### config.mk
export PLATFORM = sky130hd
export DESIGN_NAME = audio_host_regs
export DESIGN_NICKNAME = d
export VERILOG_FILES = /design/src/rtl/aud_pkg.sv /design/src/rtl/aud_addr_dec.sv /design/src/rtl/aud_sticky_flag.sv /design/src/rtl/aud_rd_mux.sv /design/src/rtl/audio_host_regs.sv
export SDC_FILE = /design/constraint.sdc
export NUM_CORES = 1
export LEC_CHECK = 0
export ABC_AREA = 0
export BUFFER_PORTS_ARGS = -buffer_cell sky130_fd_sc_hd__buf_2
export CAP_MARGIN = 10
export CORE_MARGIN = 2
export CORE_UTILIZATION = 36
export CTS_CLUSTER_DIAMETER = 30
export DETAILED_ROUTE_END_ITERATION = 12
export GPL_TIMING_DRIVEN = 1
export PLACE_DENSITY_LB_ADDON = 0.05
export SLEW_MARGIN = 30
export SYNTH_ARGS = -nofsm -noshare
export SYNTH_HDL_FRONTEND = slang
export SYNTH_HIERARCHICAL = 1
export SYNTH_SLANG_ARGS = --single-unit
export TNS_END_PERCENT = 100
### constraint.sdc
create_clock -name clk -period 1.45 [get_ports clk]
set_input_delay 0.29 -clock clk [delete_from_list [all_inputs] [get_ports clk]]
set_output_delay 0.29 -clock clk [all_outputs]
set_load 0.005 [all_outputs]
### src/rtl/aud_pkg.sv
package aud_pkg;
    localparam int NUM_REGS = 4;
    localparam int REG_W    = 8;
    localparam int OFS_W    = $clog2(NUM_REGS);

    typedef enum logic [OFS_W-1:0] {
        OFS_CTRL = 2'd0,
        OFS_BUS  = 2'd1,
        OFS_MODE = 2'd2,
        OFS_RUN  = 2'd3
    } aud_ofs_e;

    localparam int B_LO = 0;
    localparam int B_HI = 1;

    typedef struct packed {
        logic enable;
        logic bus_req;
        logic dir_play;
        logic mode_play;
        logic hdr_wbit;
        logic start;
        logic skip;
    } aud_ctl_t;

    localparam aud_ctl_t CTL_RESET = '0;
endpackage

### src/rtl/aud_addr_dec.sv
module aud_addr_dec
    import aud_pkg::*;
#(
    parameter int                ADDR_W = 16,
    parameter logic [ADDR_W-1:0] BASE   = 16'h8000
) (
    input  logic [ADDR_W-1:0]   addr_i,
    input  logic                rd_i,
    input  logic                wr_i,
    output logic [NUM_REGS-1:0] rd_sel_o,
    output logic [NUM_REGS-1:0] wr_sel_o
);
    logic             hit;
    logic [OFS_W-1:0] ofs;

    assign hit = (addr_i[ADDR_W-1:OFS_W] == BASE[ADDR_W-1:OFS_W]);
    assign ofs = addr_i[OFS_W-1:0];

    for (genvar i = 0; i < NUM_REGS; i++) begin : g_sel
        assign rd_sel_o[i] = hit && rd_i && (ofs == OFS_W'(i));
        assign wr_sel_o[i] = hit && wr_i && (ofs == OFS_W'(i));
    end
endmodule

### src/rtl/aud_sticky_flag.sv
module aud_sticky_flag (
    input  logic clk,
    input  logic rst_n,
    input  logic set_i,
    input  logic clr_i,
    output logic flag_o
);
    logic flag_d, flag_q;

    always_comb begin
        flag_d = flag_q;
        if (clr_i) flag_d = 1'b0;
        if (set_i) flag_d = 1'b1;
    end

    always_ff @(posedge clk or negedge rst_n) begin
        if (!rst_n) flag_q <= 1'b0;
        else        flag_q <= flag_d;
    end

    assign flag_o = flag_q;
endmodule

### src/rtl/aud_rd_mux.sv
module aud_rd_mux
    import aud_pkg::*;
(
    input  logic [NUM_REGS-1:0] rd_sel_i,
    input  aud_ctl_t            ctl_i,
    input  logic                irq_i,
    input  logic                hdr_i,
    input  logic                play_busy_i,
    output logic [REG_W-1:0]    rdata_o
);
    always_comb begin
        rdata_o = '0;
        unique case (1'b1)
            rd_sel_i[OFS_CTRL]: rdata_o[B_LO] = irq_i;
            rd_sel_i[OFS_BUS]: begin
                rdata_o[B_LO] = ctl_i.bus_req;
                rdata_o[B_HI] = ctl_i.dir_play;
            end
            rd_sel_i[OFS_MODE]: begin
                rdata_o[B_LO] = ctl_i.mode_play;
                rdata_o[B_HI] = hdr_i & ~ctl_i.mode_play;
            end
            rd_sel_i[OFS_RUN]: begin
                rdata_o[B_LO] = ctl_i.start;
                rdata_o[B_HI] = play_busy_i;
            end
            default: rdata_o = '0;
        endcase
    end
endmodule

### src/rtl/audio_host_regs.sv
module audio_host_regs
    import aud_pkg::*;
#(
    parameter int                ADDR_W = 16,
    parameter logic [ADDR_W-1:0] BASE   = 16'h8000
) (
    input  logic              clk,
    input  logic              rst_n,
    input  logic [ADDR_W-1:0] host_addr,
    input  logic [7:0]        host_wdata,
    input  logic              host_rd,
    input  logic              host_wr,
    output logic [7:0]        host_rdata,
    output logic              host_irq,
    output logic              eng_enable,
    output logic              eng_mode_play,
    output logic              eng_start,
    output logic              eng_soft_rst,
    output logic              eng_skip,
    output logic              eng_bus_req,
    output logic              eng_dir_play,
    input  logic              eng_irq_pulse,
    input  logic              eng_hdr_set,
    input  logic              eng_xfer_done,
    input  logic              eng_play_busy
);
    logic [NUM_REGS-1:0] rd_sel, wr_sel;
    aud_ctl_t            ctl_d, ctl_q;
    logic                irq_pend, hdr_flag, hdr_clr;

    aud_addr_dec #(.ADDR_W(ADDR_W), .BASE(BASE)) dec_i (
        .addr_i   (host_addr),
        .rd_i     (host_rd),
        .wr_i     (host_wr),
        .rd_sel_o (rd_sel),
        .wr_sel_o (wr_sel)
    );

    always_comb begin
        ctl_d = ctl_q;
        if (wr_sel[OFS_CTRL]) ctl_d.enable = ~host_wdata[B_LO];
        if (wr_sel[OFS_BUS]) begin
            ctl_d.bus_req  = host_wdata[B_LO];
            ctl_d.dir_play = host_wdata[B_HI];
        end else if (eng_xfer_done) begin
            ctl_d.bus_req = 1'b0;
        end
        if (wr_sel[OFS_MODE]) begin
            ctl_d.mode_play = host_wdata[B_LO];
            ctl_d.hdr_wbit  = host_wdata[B_HI];
        end
        if (wr_sel[OFS_RUN]) begin
            ctl_d.start = host_wdata[B_LO];
            ctl_d.skip  = host_wdata[B_HI];
        end
    end

    always_ff @(posedge clk or negedge rst_n) begin
        if (!rst_n) ctl_q <= CTL_RESET;
        else        ctl_q <= ctl_d;
    end

    assign hdr_clr = wr_sel[OFS_MODE] & ctl_q.hdr_wbit & ~host_wdata[B_HI];

    aud_sticky_flag irq_flag_i (
        .clk    (clk),
        .rst_n  (rst_n),
        .set_i  (eng_irq_pulse),
        .clr_i  (rd_sel[OFS_CTRL]),
        .flag_o (irq_pend)
    );

    aud_sticky_flag hdr_flag_i (
        .clk    (clk),
        .rst_n  (rst_n),
        .set_i  (eng_hdr_set),
        .clr_i  (hdr_clr),
        .flag_o (hdr_flag)
    );

    aud_rd_mux mux_i (
        .rd_sel_i    (rd_sel),
        .ctl_i       (ctl_q),
        .irq_i       (irq_pend),
        .hdr_i       (hdr_flag),
        .play_busy_i (eng_play_busy),
        .rdata_o     (host_rdata)
    );

    assign host_irq      = irq_pend;
    assign eng_enable    = ctl_q.enable;
    assign eng_mode_play = ctl_q.mode_play;
    assign eng_start     = ctl_q.start;
    assign eng_soft_rst  = ~ctl_q.start;
    assign eng_skip      = ctl_q.skip;
    assign eng_bus_req   = ctl_q.bus_req;
    assign eng_dir_play  = ctl_q.dir_play;
endmodule

==> reports/metrics.cfg, run 1 <==
[route]
top_layer = met4
routed_via_density = 4.640
wl_met1_um = 527
drtPass1Iterations = 2
antenna_left = 0
routedWlPerCell_um = 11.42
drt_iter0_markers = 4
routed_wl_um = 1302
route.met2.wl_um = 623
dr_wl_met3_um = 138
drc = 0
vias = 529

[critical_path]
cp.arrival_ns = 1.39
crit_path_max_fanout = 4
critPathKind = input port to output pin
endpoint_kind = output pin
cp-start-kind = input port
cp.required_ns = 1.16

[sta]
min_period_ns = 1.682
fin_ws_ns = -0.2323
fin_crit_sh = 1.160
finalSetupViolations = 2
final_max_slew_viol_count = 0
max_clock_freq_mhz = 594.4
fin_tns_setup_ns = -0.4472
rsz0062_at_grt = true
hold_viol_final = 0
holdWs_ns = 0.2122
skew_ns = 0.0001435

[die]
die-area_um2 = 1904
initial_core_util = 0.3798
rows = 14
core_area_um2 = 1489
die_w_um = 43.64
boundaryPins = 48
die_height_um = 43.64

[yosys]
synth_top_area_cell = dfrtp_1
synthCells = 57
yosys_warnings = 6
ys_ff_latch = 9
ys.flop_type = dfrtp_1
yosysSeqAreaShare = 0.3982
yosys-top-cells-area = dfrtp_1 40%, mux2_4 11%, buf_4 8.0%
async_reset_ff_frac = 1.000
netlist_area_um2 = 565.5
yosysTopAreaCellShare = 0.3982
synth_edf_count = 0
syn_avg_cell_area_um2 = 9.922
synthDistinctLibCells = 19

[clock_network]
h-tree-depth = 1
cts_sinks = 9
path_clk_slew_ns = 0.06
clkLatencyLatePin_ns = 0.25
numCtsBuffers = 3
cts_buffer_depth = 2
cts-root-buf = clkbuf_4
cts_tree = yes

[status]
failed_checks = setup timing
run_status = finished with violations

[min_path]
min_path_type = input port to register

[cells_and_area]
utilization = 0.5740
fillCellCount = 135
fin_cells = 114
nets = 131
antenna_cells = 0
layout_common_cells = 30 x buf_2, 9 x dfrtp_1, 6 x nor2_1, 6 x conb_1
layout-drive-gt1-share = 0.5204
multi_input_area_um2 = 336.6
stdcell_area_um2 = 854.6
regArea_um2 = 225.2
final_common_cell = buf_2
area_delta_synth_final_pct = 51.11

[place]
pre_cts_ws_ns = -0.2759
place_congestion = 0.6903
io_buffers = 35
place_area_um2 = 752.0
dp_hpwl_um = 1050
place_inst = 109

[global_route]
antenna_found_initial = 0
overflow = 0
grt_pass1_wl_um = 1842
grt_pass1_vias = 453
track_usage = 0.1309
grt_max_degree = 10

[flow_run]
drv_cap = 0

[pwr]
finalPower_uw = 518.8
power_density_nw_per_um2 = 607.1
vdd_drop_max_mv = 0.4370
p_leak_nw = 0.4176

[metal layers]
| layer | GRT usage | vias to the layer above |
|---|---|---|
| li1 | - | 270 |
| met1 | 0.1522 | 232 |
| met2 | 0.2294 | 25 |
| met3 | 0.01667 | 2 |
| met4 | 0.07273 | 0 |
| met5 | 0 | - |
[power by group]
| group | switching (mW) | internal, mW |
|---|---|---|
| Clock | 0.0810 | 0.106 |
| Combinational | 0.0378 | 0.0432 |
| Sequential | 0.0000471 | 0.251 |
| Total | 0.119 | 0.400 |
[worst paths after layout]
kind	startpoint	endpoint	slack (ns)	cells after the start
max	host_addr[12]	host_rdata[0]	-0.23	7
min	eng_hdr_set	hdr_flag_i/flag_o	0.21	2
max reg2reg	eng_mode_play	eng_mode_play	0.67	1
min reg2reg	hdr_flag_i/flag_o	hdr_flag_i/flag_o	0.48	1
max in group asynchronous	rst_n	hdr_flag_i/flag_o	0.86	2
min in group asynchronous	rst_n	irq_flag_i/flag_o	0.41	2
[Yosys cell counts (3+ instances only)]
cell / count
mux2_4: 4
a22oi_1: 3
buf_4: 6
nand2_1: 5
inv_1: 4
dfrtp_1: 9
nor2_1: 8
[state kept, by name (all words and copies together), names as in the netlist]
name	count
eng_mode_play	1
eng_enable	1
ctl_q	1
irq_flag_i/flag_o	1
hdr_flag_i/flag_o	1
eng_bus_req	1
eng_skip	1
eng_dir_play	1
eng_start	1
[what timing repair did]
action / in CTS / in global routing
setup endpoints to repair: 2 / 3
setup buffers: 0 / 0
pin swaps: 8 / 4
cloned: 0 / 0
resized for setup: 8 / 3
hold buffers: 1 / 0
endpoints found under the hold margin: 9 / 0
[worst max-delay path, stage by stage]
cell and delay, ns:
buf_6 0.10, nor4_4 0.29, nand4_1 0.24, nor3_2 0.20, a22oi_1 0.10, nand2_1 0.07, buf_2 0.10
[cell type report]
cell class                      instances  share of cell area
Tap cell                               16             0.02343
Sequential cell                         9              0.2635
Clock buffer                            4             0.03075
Timing Repair Buffer                   38              0.2709
Multi-Input combinational cell         43              0.3939
Inverter                                4             0.01757
[cells by family after synthesis]
family | share of synthesized area
buffers and inverters | 0.1062
muxes | 0.1239
and+or+nand+nor | 0.2743
other | 0.006631
AOI/OAI and AO/OA | 0.09069
DFF | 0.3982
No activity file was read; power rests on OpenSTA's default activity.
==> run 2, diff against run 1 <==
- CORE_UTILIZATION: 36 -> 33
- clock period: 1.45 -> 1.4 ns (I/O delays scaled with it)
==> reports/metrics.cfg, run 2 (synthesis gave the netlist of run 1 again) <==
[sta]
fin_ws_ns = -0.2743  ; was -0.2323 ns
fin_crit_sh = 1.196
skew_ns = 0.00009559  ; was 0.0001435 ns
rsz0062_at_grt = true  ; unchanged
hold_viol_final = 0  ; unchanged
min_period_ns = 1.674
max_clock_freq_mhz = 597.3
fin_tns_setup_ns = -0.5354  ; was -0.4472 ns
finalSetupViolations = 2  ; unchanged
final_max_slew_viol_count = 0  ; unchanged
holdWs_ns = 0.2018  ; was 0.2122 ns

[die]
initial_core_util = 0.3628  ; was 0.3798
core_area_um2 = 1559  ; was 1489 µm²
die-area_um2 = 2061  ; was 1904 µm²
rows = 14  ; unchanged
boundaryPins = 48  ; unchanged
die_height_um = 45.40  ; was 43.64 µm
die_w_um = 45.40  ; was 43.64 µm

[route]
drtPass1Iterations = 3  ; was 2
routed_via_density = 4.661  ; was 4.640
drc = 0  ; unchanged
drt_iter0_markers = 7  ; was 4
routedWlPerCell_um = 11.66  ; was 11.42 µm
antenna_left = 0  ; unchanged
vias = 536  ; was 529
routed_wl_um = 1341  ; was 1302 µm

[clock_network]
numCtsBuffers = 3  ; unchanged
cts-root-buf = clkbuf_4  ; unchanged
cts_tree = yes  ; unchanged
cts_sinks = 9  ; unchanged
clkLatencyLatePin_ns = 0.25  ; about the same
path_clk_slew_ns = 0.06  ; about the same
cts_buffer_depth = 2  ; unchanged
h-tree-depth = 1  ; unchanged

[pwr]
vdd_drop_max_mv = 0.3773  ; was 0.4370 mV
finalPower_uw = 542.8  ; was 518.8 µW
p_leak_nw = 0.4289  ; was 0.4176 nW
power_density_nw_per_um2 = 605.9  ; was 607.1 nW/µm²

[min_path]
min_path_type = input port to register  ; unchanged
min-delay-start = eng_hdr_set  ; unchanged
whs_path_depth = 2  ; unchanged
hold_end = hdr_flag_i/flag_o  ; unchanged

[global_route]
antenna_found_initial = 0  ; unchanged
grt_pass1_wl_um = 2035  ; was 1842 µm
track_usage = 0.1393  ; was 0.1309
overflow = 0  ; unchanged
grt_pass1_vias = 496  ; was 453
grt_max_degree = 10  ; unchanged

[flow_run]
drv_cap = 0  ; unchanged

[cells_and_area]
layout_common_cells = 29 x buf_2, 9 x dfrtp_1, 7 x buf_6  ; was 30 x buf_2, 9 x dfrtp_1, 6 x nor2_1, 6 x conb_1
antenna_cells = 0  ; unchanged
final_common_cell = buf_2  ; unchanged
layout-drive-gt1-share = 0.5556  ; was 0.5204
nets = 132  ; was 131
utilization = 0.5746  ; was 0.5740
area_delta_synth_final_pct = 58.41  ; was 51.11%

[critical_path]
r2r_end = eng_mode_play  ; unchanged
cp.required_ns = 1.12  ; was 1.16 ns
crit_path_max_fanout = 4  ; unchanged
critPathKind = input port to output pin  ; unchanged
r2r_start = eng_mode_play  ; unchanged
rrSetupSlack_ns = 0.61  ; was 0.67 ns
cp-start-kind = input port  ; unchanged
endpoint_kind = output pin  ; unchanged
cp.arrival_ns = 1.39  ; about the same
reg2reg_depth = 1  ; unchanged

[place]
io_buffers = 35  ; unchanged
place_congestion = 0.6716  ; was 0.6903
dp_hpwl_um = 1061  ; was 1050 µm

[status]
run_status = finished with violations  ; unchanged
failed_checks = setup timing  ; unchanged

==> run 2: how the worst max path moves through the flow <==
stage | start | endpoint | slack, ns | cells after the start
floorplan | host_addr[8] | hdr_flag_i/flag_o | -0.006 | 7
global placement | host_addr[3] | eng_enable | -0.26 | 6
detailed placement | host_addr[14] | eng_enable | -0.31 | 6
CTS | host_addr[14] | host_rdata[0] | -0.24 | 7
global route | host_addr[14] | host_rdata[0] | -0.42 | 7
finish | host_addr[14] | host_rdata[0] | -0.27 | 7
==> run 2: final cells by class <==
| type | count | area [µm²] |
|---|---|---|
| Timing Repair Buffer | 39 | 249.0 |
| Multi-Input combinational cell | 43 | 360.3 |
| Fill cell | 157 | 663.1 |
| Tap cell | 16 | 20.02 |
| Clock buffer | 4 | 26.28 |
| Sequential cell | 9 | 225.2 |
| Inverter | 4 | 15.01 |
==> run 2: through the flow <==
step | cell area (µm²) | worst slack, ns | instances
after floorplan | 609.3 | -0.005857 | 62
after global placement | 767.0 | -0.2617 | 108
after detailed placement | 767.0 | -0.3121 | 108
after CTS | 833.3 | -0.2442 | 113
after global routing | 895.9 | -0.4240 | 115
final | 895.9 | -0.2743 | 115
==> run 2: timing repair <==
| action | 4_1_cts | 5_1_grt |
|---|---|---|
| hold endpoints to repair | 9 | 0 |
| gates cloned | 0 | 0 |
| pin swaps | 4 | 5 |
| setup endpoints to repair | 5 | 9 |
| gates resized for setup | 5 | 10 |
| buffers inserted | 0 | 2 |
| hold buffers | 1 | 0 |
==> run 2: layer usage <==
layer	GRT usage	vias to the layer above	wire length, µm
met5	0	-	0
met4	0.08824	0	12
met3	0.01984	2	127
met2	0.2366	26	671
met1	0.1621	239	529
li1	-	269	-
==> run 2: worst max-delay path, stage by stage <==
cell,delay [ns]
buf_6,0.09
nor4b_4,0.28
nand4_1,0.26
nor3_2,0.22
a22oi_1,0.09
nand2_1,0.06
buf_2,0.10
==> run 2: report_power, final <==
part / internal [mW] / leakage (nW) / switching (mW)
Clock: 0.109 / 0.0150 / 0.0837
Combinational: 0.0473 / 0.309 / 0.0422
Sequential: 0.260 / 0.105 / 0.0000513
Total: 0.417 / 0.429 / 0.126
==> run 3, diff against run 2 <==
- BUFFER_PORTS_ARGS: -buffer_cell sky130_fd_sc_hd__buf_2 -> -buffer_cell sky130_fd_sc_hd__buf_4
- SYNTH_HIERARCHICAL: 1 -> not set
==> reports/metrics.cfg, run 3 <==
[yosys]
synth_edf_count = 0  ; unchanged
yosys_warnings = 0  ; was 6
netlist_area_um2 = 569.3  ; was 565.5 µm²
synthDistinctLibCells = 27  ; was 19
yosysTopAreaCellShare = 0.3956  ; was 0.3982
synthCells = 54  ; was 57
ys_ff_latch = 9  ; unchanged
yosysSeqAreaShare = 0.3956  ; was 0.3982
ys_top_cells_by_count = 9 x dfrtp_1, 6 x buf_4, 6 x mux2_2, 3 x nor2_1, 3 x nor2b_1  ; was 9 x dfrtp_1, 8 x nor2_1, 6 x buf_4, 5 x nand2_1
async_reset_ff_frac = 1.000  ; unchanged
yosys-top-cells-area = dfrtp_1 40%, mux2_2 12%, buf_4 7.9%  ; was dfrtp_1 40%, mux2_4 11%, buf_4 8.0%
ys.flop_type = dfrtp_1  ; unchanged
syn_avg_cell_area_um2 = 10.54  ; was 9.922 µm²
synth_top_area_cell = dfrtp_1  ; unchanged
yosysMostFrequentCell = dfrtp_1  ; unchanged

[global_route]
grt_max_degree = 10  ; unchanged
track_usage = 0.1552  ; was 0.1393
overflow = 0  ; unchanged
antenna_found_initial = 0  ; unchanged
grt_pass1_vias = 488  ; was 496
grt_pass1_wl_um = 2187  ; was 2035 µm

[die]
die_height_um = 45.54  ; was 45.40 µm
die_w_um = 45.54  ; was 45.40 µm
initial_core_util = 0.3408  ; was 0.3628
rows = 15  ; was 14
core_area_um2 = 1670  ; was 1559 µm²
boundaryPins = 48  ; unchanged
die-area_um2 = 2073  ; was 2061 µm²

[clock_network]
cts_sinks = 9  ; unchanged
clkLatencyLatePin_ns = 0.26  ; was 0.25 ns
path_clk_slew_ns = 0.06  ; about the same
cts-root-buf = clkbuf_4  ; unchanged
numCtsBuffers = 3  ; unchanged
h-tree-depth = 1  ; unchanged
cts_tree = yes  ; unchanged
cts_buffer_depth = 2  ; unchanged

[cells_and_area]
nets = 134  ; was 132
antenna_cells = 0  ; unchanged
utilization = 0.5753  ; was 0.5746
final_common_cell = buf_4  ; was buf_2
area_delta_synth_final_pct = 68.79  ; was 58.41%
fin_cells = 118  ; was 115
layout_common_cells = 43 x buf_4, 9 x dfrtp_1, 6 x conb_1  ; was 29 x buf_2, 9 x dfrtp_1, 7 x buf_6
stdcell_area_um2 = 960.9  ; was 895.9 µm²
layout-drive-gt1-share = 0.5941  ; was 0.5556

[sta]
holdWs_ns = 0.2056  ; was 0.2018 ns
skew_ns = 0.00006059  ; was 0.00009559 ns
min_period_ns = 1.651  ; was 1.674 ns
final_max_slew_viol_count = 0  ; unchanged
fin_tns_setup_ns = -0.3378  ; was -0.5354 ns
max_clock_freq_mhz = 605.8  ; was 597.3 MHz
fin_ws_ns = -0.2508  ; was -0.2743 ns
fin_crit_sh = 1.179  ; was 1.196
finalSetupViolations = 2  ; unchanged
rsz0062_at_grt = true  ; unchanged
hold_viol_final = 0  ; unchanged

[place]
pre_cts_ws_ns = -0.2762  ; was -0.3121 ns
place_congestion = 0.6751  ; was 0.6716
place_inst = 111  ; was 108
dp_hpwl_um = 1172  ; was 1061 µm
io_buffers = 35  ; unchanged
place_area_um2 = 890.9  ; was 767.0 µm²

[route]
antenna_left = 0  ; unchanged
drc = 0  ; unchanged
routed_via_density = 4.907  ; was 4.661
drt_iter0_markers = 12  ; was 7
routed_wl_um = 1451  ; was 1341 µm
drtPass1Iterations = 3  ; unchanged
vias = 579  ; was 536
routedWlPerCell_um = 12.30  ; was 11.66 µm

[critical_path]
r2r_end = eng_bus_req  ; was eng_mode_play
cp.required_ns = 1.12  ; about the same
r2r_start = eng_bus_req  ; was eng_mode_play
cp.arrival_ns = 1.37  ; was 1.39 ns
cp-start-kind = register  ; was input port
critPathKind = register to output pin  ; was input port to output pin
reg2reg_depth = 3  ; was 1
crit_path_max_fanout = 2  ; was 4
rrSetupSlack_ns = 0.41  ; was 0.61 ns
endpoint_kind = output pin  ; unchanged

[pwr]
vdd_drop_max_mv = 0.3237  ; was 0.3773 mV
power_density_nw_per_um2 = 592.7  ; was 605.9 nW/µm²
finalPower_uw = 569.5  ; was 542.8 µW
p_leak_nw = 0.4790  ; was 0.4289 nW

[status]
run_status = finished with violations  ; unchanged
failed_checks = setup timing  ; unchanged

[min_path]
min_path_type = input port to register  ; unchanged
min-delay-start = eng_irq_pulse  ; was eng_hdr_set
whs_path_depth = 2  ; unchanged
hold_end = irq_flag_i.flag_o  ; was hdr_flag_i/flag_o

[flow_run]
drv_cap = 0  ; unchanged

## run 3: changes by cell type after synthesis, moves of 2 or more
cell | previous run | this run
nand3_1 | 0 | 2
mux2_2 | 0 | 6
a21o_1 | 2 | 0
nand2_1 | 5 | 1
nor2b_1 | 0 | 3
nor4_1 | 0 | 2
mux2_4 | 4 | 0
nor2_1 | 8 | 3
inv_1 | 4 | 2
a22oi_1 | 3 | 1
## run 3: per-layer routing
metal / track usage / up-vias / part of all wire / wire [µm]
li1: - / 282 / - / -
met1: 0.1872 / 275 / 0.40 / 587
met2: 0.2507 / 19 / 0.51 / 743
met3: 0.05952 / 3 / 0.067 / 97
met4: 0.05294 / 0 / 0.016 / 23
met5: 0 / - / 0 / 0
## run 3: power breakdown
part	switching (mW)	internal [mW]
logic	0.0420	0.0635
clock network	0.0938	0.110
registers	0.0000323	0.260
## run 3: critical path: stages, from the launching register on
cell     delay (ns)
dfrtp_1        0.38
mux4_2         0.45
nor2b_1        0.14
buf_4          0.13
## run 3: cell type report
type	instances	area [µm²]
clock buffers	4	26.28
fillers	164	709.4
inverters	2	7.507
multi-input cells	41	336.6
flip-flops and latches	9	225.2
well taps	17	21.27
repair buffers	45	344.1
## run 3: worst max path at each step
stage                          endpoint  depth (start not counted)           from
after global routing      host_rdata[0]                          3      eng_start
final                     host_rdata[0]                          3  eng_mode_play
after detailed placement       ctl_q[2]                          5   host_addr[4]
after CTS                 host_rdata[0]                          3      eng_start
after floorplan                ctl_q[2]                          4  host_addr[11]
after global placement         ctl_q[2]                          5   host_addr[7]
## run 3: cell families after synthesis
family / Yosys count / share of synthesized area
simple gates: 23 / 0.2769
flops: 9 / 0.3956
buf+inv: 9 / 0.1011
mux: 8 / 0.1758
compound gates: 4 / 0.04395
other cells: 1 / 0.006587
## run 3: what timing repair did
item | 4_1_cts | 5_1_grt
hold buffers | 1 | 0
endpoints found under the hold margin | 9 | 0
gates resized for setup | 2 | 3
setup buffers | 1 | 1
pin swaps | 1 | 1
setup endpoints to repair | 2 | 8
